## config.mk

```make
export PLATFORM = sky130hd
export DESIGN_NAME = wdg_top
export DESIGN_NICKNAME = d
export VERILOG_FILES = /design/src/rtl/wdg_pkg.sv /design/src/rtl/wdg_regs.sv /design/src/rtl/wdg_core.sv /design/src/rtl/wdg_top.sv
export SDC_FILE = /design/constraint.sdc
export NUM_CORES = 1
export LEC_CHECK = 0
export BUFFER_PORTS_ARGS = -buffer_cell sky130_fd_sc_hd__buf_4
export CAP_MARGIN = 20
export CORE_MARGIN = 2
export CORE_UTILIZATION = 50
export CTS_CLUSTER_SIZE = 24
export DETAILED_ROUTE_END_ITERATION = 6
export PLACE_DENSITY = 0.87
export SETUP_SLACK_MARGIN = 0.3
export SYNTH_ARGS = -nofsm -noshare
export SYNTH_HDL_FRONTEND = slang
export SYNTH_SLANG_ARGS = --single-unit
```

## constraint.sdc

```tcl
create_clock -name clk -period 2.2 [get_ports clk]
set_input_delay 0.11 -clock clk [delete_from_list [all_inputs] [get_ports clk]]
set_output_delay 0.11 -clock clk [all_outputs]
set_load 0.005 [all_outputs]
```

## src/rtl/wdg_pkg.sv

```systemverilog
package wdg_pkg;

    localparam int unsigned OFS_LOAD  = 32'h000;
    localparam int unsigned OFS_VALUE = 32'h004;
    localparam int unsigned OFS_CTRL  = 32'h008;
    localparam int unsigned OFS_CLR   = 32'h00C;
    localparam int unsigned OFS_RAW   = 32'h010;
    localparam int unsigned OFS_MIS   = 32'h014;
    localparam int unsigned OFS_KEY   = 32'hC00;

    localparam logic [31:0] UNLOCK_KEY = 32'h1ACCE551;

    typedef enum logic [2:0] {
        SEL_LOAD,
        SEL_VALUE,
        SEL_CTRL,
        SEL_CLR,
        SEL_RAW,
        SEL_MIS,
        SEL_KEY,
        SEL_NONE
    } reg_sel_e;

    function automatic reg_sel_e decode(input int unsigned a);
        case (a)
            OFS_LOAD:  return SEL_LOAD;
            OFS_VALUE: return SEL_VALUE;
            OFS_CTRL:  return SEL_CTRL;
            OFS_CLR:   return SEL_CLR;
            OFS_RAW:   return SEL_RAW;
            OFS_MIS:   return SEL_MIS;
            OFS_KEY:   return SEL_KEY;
            default:   return SEL_NONE;
        endcase
    endfunction

endpackage

```

## src/rtl/wdg_regs.sv

```systemverilog
module wdg_regs
    import wdg_pkg::*;
#(
    parameter int DATA_W = 32,
    parameter int ADDR_W = 12
) (
    input  logic              clk,
    input  logic              rst,
    input  logic              bus_we,
    input  logic [ADDR_W-1:0] bus_addr,
    input  logic [DATA_W-1:0] bus_wdata,
    output logic [DATA_W-1:0] load_o,
    output logic [DATA_W-1:0] load_next_o,
    output logic              en_o,
    output logic              rst_en_o,
    output logic              locked_o,
    output logic              reload_o,
    output logic              clear_o
);

    localparam logic [DATA_W-1:0] LOAD_RST = '1;
    localparam logic [DATA_W-1:0] LOAD_MIN = DATA_W'(1);

    typedef struct packed {
        logic [DATA_W-1:0] load;
        logic              en;
        logic              rst_en;
        logic              locked;
    } regs_t;

    regs_t    r_d, r_q;
    reg_sel_e sel;
    logic     wr_ok;

    always_comb begin
        sel      = decode(32'(bus_addr));
        wr_ok    = bus_we && !r_q.locked;
        r_d      = r_q;
        reload_o = 1'b0;
        clear_o  = 1'b0;
        if (bus_we && sel == SEL_KEY) begin
            r_d.locked = (bus_wdata != DATA_W'(UNLOCK_KEY));
        end
        if (wr_ok) begin
            case (sel)
                SEL_LOAD: begin
                    r_d.load = (bus_wdata == '0) ? LOAD_MIN : bus_wdata;
                    reload_o = 1'b1;
                end
                SEL_CTRL: begin
                    r_d.en     = bus_wdata[0];
                    r_d.rst_en = bus_wdata[1];
                end
                SEL_CLR: begin
                    clear_o  = 1'b1;
                    reload_o = 1'b1;
                end
                default: ;
            endcase
        end
    end

    always_ff @(posedge clk) begin
        if (rst) begin
            r_q.load   <= LOAD_RST;
            r_q.en     <= 1'b0;
            r_q.rst_en <= 1'b0;
            r_q.locked <= 1'b1;
        end else begin
            r_q <= r_d;
        end
    end

    assign load_o      = r_q.load;
    assign load_next_o = r_d.load;
    assign en_o        = r_q.en;
    assign rst_en_o    = r_q.rst_en;
    assign locked_o    = r_q.locked;

endmodule

```

## src/rtl/wdg_core.sv

```systemverilog
module wdg_core #(
    parameter int DATA_W = 32
) (
    input  logic              clk,
    input  logic              rst,
    input  logic              tick_en,
    input  logic              en,
    input  logic              rst_en,
    input  logic              reload,
    input  logic              clear,
    input  logic [DATA_W-1:0] reload_val,
    output logic [DATA_W-1:0] cnt_o,
    output logic              irq_raw_o,
    output logic              sys_rst_o
);

    typedef struct packed {
        logic [DATA_W-1:0] cnt;
        logic              irq;
        logic              sysrst;
    } core_t;

    core_t c_d, c_q;
    logic  step;
    logic  expire;

    always_comb begin
        step   = en && tick_en && !reload;
        expire = step && (c_q.cnt == '0);
        c_d    = c_q;
        if (reload) begin
            c_d.cnt = reload_val;
            if (clear) begin
                c_d.irq = 1'b0;
            end
        end else if (expire) begin
            c_d.cnt = reload_val;
            c_d.irq = 1'b1;
            if (c_q.irq && rst_en) begin
                c_d.sysrst = 1'b1;
            end
        end else if (step) begin
            c_d.cnt = c_q.cnt - DATA_W'(1);
        end
    end

    always_ff @(posedge clk) begin
        if (rst) begin
            c_q.cnt    <= '1;
            c_q.irq    <= 1'b0;
            c_q.sysrst <= 1'b0;
        end else begin
            c_q <= c_d;
        end
    end

    assign cnt_o     = c_q.cnt;
    assign irq_raw_o = c_q.irq;
    assign sys_rst_o = c_q.sysrst;

endmodule

```

## src/rtl/wdg_top.sv

```systemverilog
module wdg_top
    import wdg_pkg::*;
#(
    parameter int DATA_W = 32,
    parameter int ADDR_W = 12
) (
    input  logic              clk,
    input  logic              rst,
    input  logic              tick_en,
    input  logic [ADDR_W-1:0] bus_addr,
    input  logic [DATA_W-1:0] bus_wdata,
    input  logic              bus_we,
    output logic [DATA_W-1:0] bus_rdata,
    output logic              irq_o,
    output logic              sys_rst_o
);

    logic [DATA_W-1:0] load_q;
    logic [DATA_W-1:0] load_next;
    logic [DATA_W-1:0] cnt;
    logic              en;
    logic              rst_en;
    logic              locked;
    logic              reload;
    logic              clear;
    logic              irq_raw;
    logic              masked;

    wdg_regs #(.DATA_W(DATA_W), .ADDR_W(ADDR_W)) regs_i (
        .clk         (clk),
        .rst         (rst),
        .bus_we      (bus_we),
        .bus_addr    (bus_addr),
        .bus_wdata   (bus_wdata),
        .load_o      (load_q),
        .load_next_o (load_next),
        .en_o        (en),
        .rst_en_o    (rst_en),
        .locked_o    (locked),
        .reload_o    (reload),
        .clear_o     (clear)
    );

    wdg_core #(.DATA_W(DATA_W)) core_i (
        .clk        (clk),
        .rst        (rst),
        .tick_en    (tick_en),
        .en         (en),
        .rst_en     (rst_en),
        .reload     (reload),
        .clear      (clear),
        .reload_val (load_next),
        .cnt_o      (cnt),
        .irq_raw_o  (irq_raw),
        .sys_rst_o  (sys_rst_o)
    );

    assign masked = irq_raw & en;
    assign irq_o  = masked;

    always_comb begin
        bus_rdata = '0;
        case (decode(32'(bus_addr)))
            SEL_LOAD:  bus_rdata = load_q;
            SEL_VALUE: bus_rdata = cnt;
            SEL_CTRL:  bus_rdata = {{(DATA_W-2){1'b0}}, rst_en, en};
            SEL_RAW:   bus_rdata = {{(DATA_W-1){1'b0}}, irq_raw};
            SEL_MIS:   bus_rdata = {{(DATA_W-1){1'b0}}, masked};
            SEL_KEY:   bus_rdata = {{(DATA_W-1){1'b0}}, locked};
            default:   bus_rdata = '0;
        endcase
    end

endmodule

```

==> metrics.yaml <==
logic_synthesis:
  synth.top_cells.by_area: "sky130_fd_sc_hd__dfxtp_1 (34%), sky130_fd_sc_hd__mux2i_1 (14%), sky130_fd_sc_hd__nand2_1 (6.8%)"
  synthArstFlopShare: 0
  ys.warnings.count: 0
  synth_top_cell_by_area: "sky130_fd_sc_hd__dfxtp_1"
  synthCells: 494
  number_of_synthesized_flops_with_an_enable_pin: 0
  mappedNetlistNets: 543
  most_frequent_cells_after_synthesis: "sky130_fd_sc_hd__nand2_1 (74), sky130_fd_sc_hd__dfxtp_1 (69), sky130_fd_sc_hd__mux2i_1 (58)"
  synth.most_common_cell: "sky130_fd_sc_hd__nand2_1"
  synth.top_cell.area_share: 0.336
  yosys_most_used_dff: "sky130_fd_sc_hd__dfxtp_1"
  ys_seq_area_frac: 0.336
  synth_area_um2: 4110
  post_synth.cell_area_avg_um2: 8.32
  yosys_register_bits: 69
  synth_unique_cells: 65
sta:
  drv_slew: 0
  finalHoldViolations: 0
  final-setup-viol-count: 11
  worst_slew_margin_rel: 0.583
  max_freq_ghz: 0.434
  fin_ws_ps: -106
  worst_pin_slew_ps: 623
  rsz0062_at_grt: "yes"
  fin_skew_ps: 12.6
  finalWorstPathRequiredPeriod_ps: 2310
  finalCritPeriodShare: 1.05
pwr:
  power.leakage_uw: 0.00317
  power.share.sequential: 0.501
  cellPowerDensity_nw_per_um2: 391
  power_frac_clock: 0.429
  power.switching_uw: 613
  intPower_uw: 1870
  ir_drop_mv: 0.344
  pwr-share-comb: 0.070
  sw_frac_of_total: 0.247
setup_path:
  critical_path_end_type: "register"
  path_max_fanout: 6
  crit_required_ps: 2490
  worst_r2r_startpoint: "core_i.cnt_o[5]$_SDFFE_PP1P_"
  reg2reg_depth: 10
  reg2reg_setup_slack_ps: -110
  worst_r2r_endpoint: "core_i.cnt_o[19]$_SDFFE_PP1P_"
  critical_path_arrival_ps: 2590
  worst_setup_path_start_kind: "register"
  crit_type: "reg -> reg"
global_route:
  antenna_violations_before_repair: 0
  global_route.usage.total: 0.379
  global_route_wire_length_before_repair_mm: 25.8
  global_route.overflow_total: 0
  largest_net_degree_at_the_start_of_global_routing: 23
  vias_in_the_first_global_route: 4864
clocking:
  htreeDepth: 3
  cts-root-buf: "sky130_fd_sc_hd__clkbuf_8"
  cts.sinks: 69
  cts_made_buffers: 9
  clkTransAtPathRegs_ps: 80
  cts.path.max_buffers: 2
  tritoncts: "yes"
  clkLatencyLatePin_ps: 360
floorplanning:
  top_level_ports: 82
  dieArea_um2: 8960
  placement_rows: 33
  die_h_um: 94.7
  initial_utilization: 0.508
  core_area_um2: 8090
  die-width_um: 94.7
final_layout:
  diodes: 0
  layout_cell_share_with_drive_strength_beyond_1: 0.423
  area_delta_synth_final_pct: 54.8
  final_cells: 772
  finish.instance_area_um2: 6360
  final_net_count: 711
placed_design:
  globalplace.congestion: 0.965
  placedCellCount: 710
  hpwlAfterDp_mm: 10.8
  post_dp_cell_area_um2: 5300
  port_buffers: 81
detailed_routing:
  total_vias_in_the_final_route: 5324
  drc: 0
  detailed_routing_iteration_count_for_the_pre_antenna_repair_pass: 6
  wl_per_cell_um: 24.7
  route.antenna.remaining_nets: 0
  initialDrtViolationCount: 924
  finalWirelength_mm: 19.1
  routed_via_density: 6.90
min_path:
  holdCritPathClass: "in -> reg"
  hold_start: "bus_wdata[17]"
  hold_depth: 3
  worst_hold_path.endpoint: "regs_i.load_o[17]$_SDFF_PP1_"
run:
  drv.max_cap_violation_count: 0
status:
  status: "finished with violations"
  violations: "negative setup slack"
worst max path at each step:
stage | from | to | cells past startpoint
finish | core_i.cnt_o[5]$_SDFFE_PP1P_ | core_i.cnt_o[19]$_SDFFE_PP1P_ | 10
global route | core_i.cnt_o[0]$_SDFFE_PP1P_ | core_i.cnt_o[26]$_SDFFE_PP1P_ | 10
CTS | core_i.cnt_o[0]$_SDFFE_PP1P_ | core_i.cnt_o[26]$_SDFFE_PP1P_ | 9
detailed placement | core_i.cnt_o[0]$_SDFFE_PP1P_ | core_i.cnt_o[16]$_SDFFE_PP1P_ | 8
global placement | core_i.cnt_o[7]$_SDFFE_PP1P_ | core_i.cnt_o[31]$_SDFFE_PP1P_ | 9
floorplan | core_i.cnt_o[7]$_SDFFE_PP1P_ | core_i.cnt_o[26]$_SDFFE_PP1P_ | 6
through the flow:
| stage | util | power [µW] | setup slack (ps) | hold slack [ps] | TNS [ps] |
|---|---|---|---|---|---|
| after detailed placement | 0.654 | 1430 | 28.5 | 363 | 0 |
| after floorplan | - | 1320 | 221 | 220 | 0 |
| after global routing | 0.786 | 2540 | -123 | 14.7 | -990 |
| after CTS | 0.748 | 2440 | 126 | 9.36 | 0 |
| final | 0.786 | 2490 | -106 | 16.6 | -418 |
| after global placement | 0.654 | 1420 | 80.4 | 360 | 0 |
routing by layer:
layer | share of wire | global-route usage | wire length (µm)
met5 | 0 | 0 | 0
met4 | 0.081 | 0.204 | 1560
met3 | 0.13 | 0.0950 | 2540
met2 | 0.44 | 0.599 | 8420
met1 | 0.34 | 0.474 | 6570
registers in the layout, indices dropped and copies added, names as in the netlist:
register	flops
core_i.irq_raw_o	1
core_i.sys_rst_o	1
core_i.cnt_o	32
regs_i.en_o	1
regs_i.rst_en_o	1
regs_i.locked_o	1
regs_i.load_o	32
critical path, stage by stage (launching register included):
cell	delay, ps
sky130_fd_sc_hd__dfxtp_4	380
sky130_fd_sc_hd__nor4_4	410
sky130_fd_sc_hd__nand3_4	130
sky130_fd_sc_hd__buf_6	150
sky130_fd_sc_hd__buf_6	110
sky130_fd_sc_hd__nor4_4	370
sky130_fd_sc_hd__buf_4	190
sky130_fd_sc_hd__nor2_4	40
sky130_fd_sc_hd__buf_6	140
sky130_fd_sc_hd__and4_1	170
sky130_fd_sc_hd__o21ai_1	130
cell usage in the layout, fill, tap and decap left out, types with 8 or more instances in the layout:
cell,count
sky130_fd_sc_hd__nor4_4,12
sky130_fd_sc_hd__nor2_1,49
sky130_fd_sc_hd__mux2i_1,57
sky130_fd_sc_hd__buf_6,20
sky130_fd_sc_hd__nand3_1,16
sky130_fd_sc_hd__nor3_1,10
sky130_fd_sc_hd__buf_4,158
sky130_fd_sc_hd__or3_1,9
sky130_fd_sc_hd__o21ai_0,8
sky130_fd_sc_hd__nand4_1,10
sky130_fd_sc_hd__nand2_1,66
sky130_fd_sc_hd__nor4_1,9
sky130_fd_sc_hd__dfxtp_1,61
sky130_fd_sc_hd__clkbuf_8,10
sky130_fd_sc_hd__a21oi_1,8
cell type report:
cell class	instances	area, µm²
Clock buffer	12	145
Clock inverter	4	47.5
Fill cell	491	1730
Inverter	6	27.5
Multi-Input combinational cell	391	3050
Sequential cell	69	1400
Tap cell	105	131
Timing Repair Buffer	185	1560
power by group through the flow:
stage               clock network [µW]  registers [µW]  logic [µW]
floorplan                            0            1280        36.2
global placement                     0            1280         143
detailed placement                   0            1280         146
CTS                               1040            1250         154
global route                      1110            1250         175
finish                            1070            1250         173
what timing repair did:
action / 4_1_cts / 5_1_grt
hold buffers: 1 / 0
setup buffers: 29 / 14
resized for setup: 57 / 46
setup endpoints to repair: 50 / 68
pin swaps: 32 / 26
cloned: 2 / 0
hold endpoints to repair: 1 / 0
logic make-up after synthesis:
group / count (synthesis) / synth area share
compound gates: 81 / 0.149
simple gates: 244 / 0.321
mux: 58 / 0.141
xor+xnor: 7 / 0.0149
flops: 69 / 0.336
buf+inv: 34 / 0.0350
fa+ha+maj: 1 / 0.00304
No activity file was read; power rests on OpenSTA's default activity.
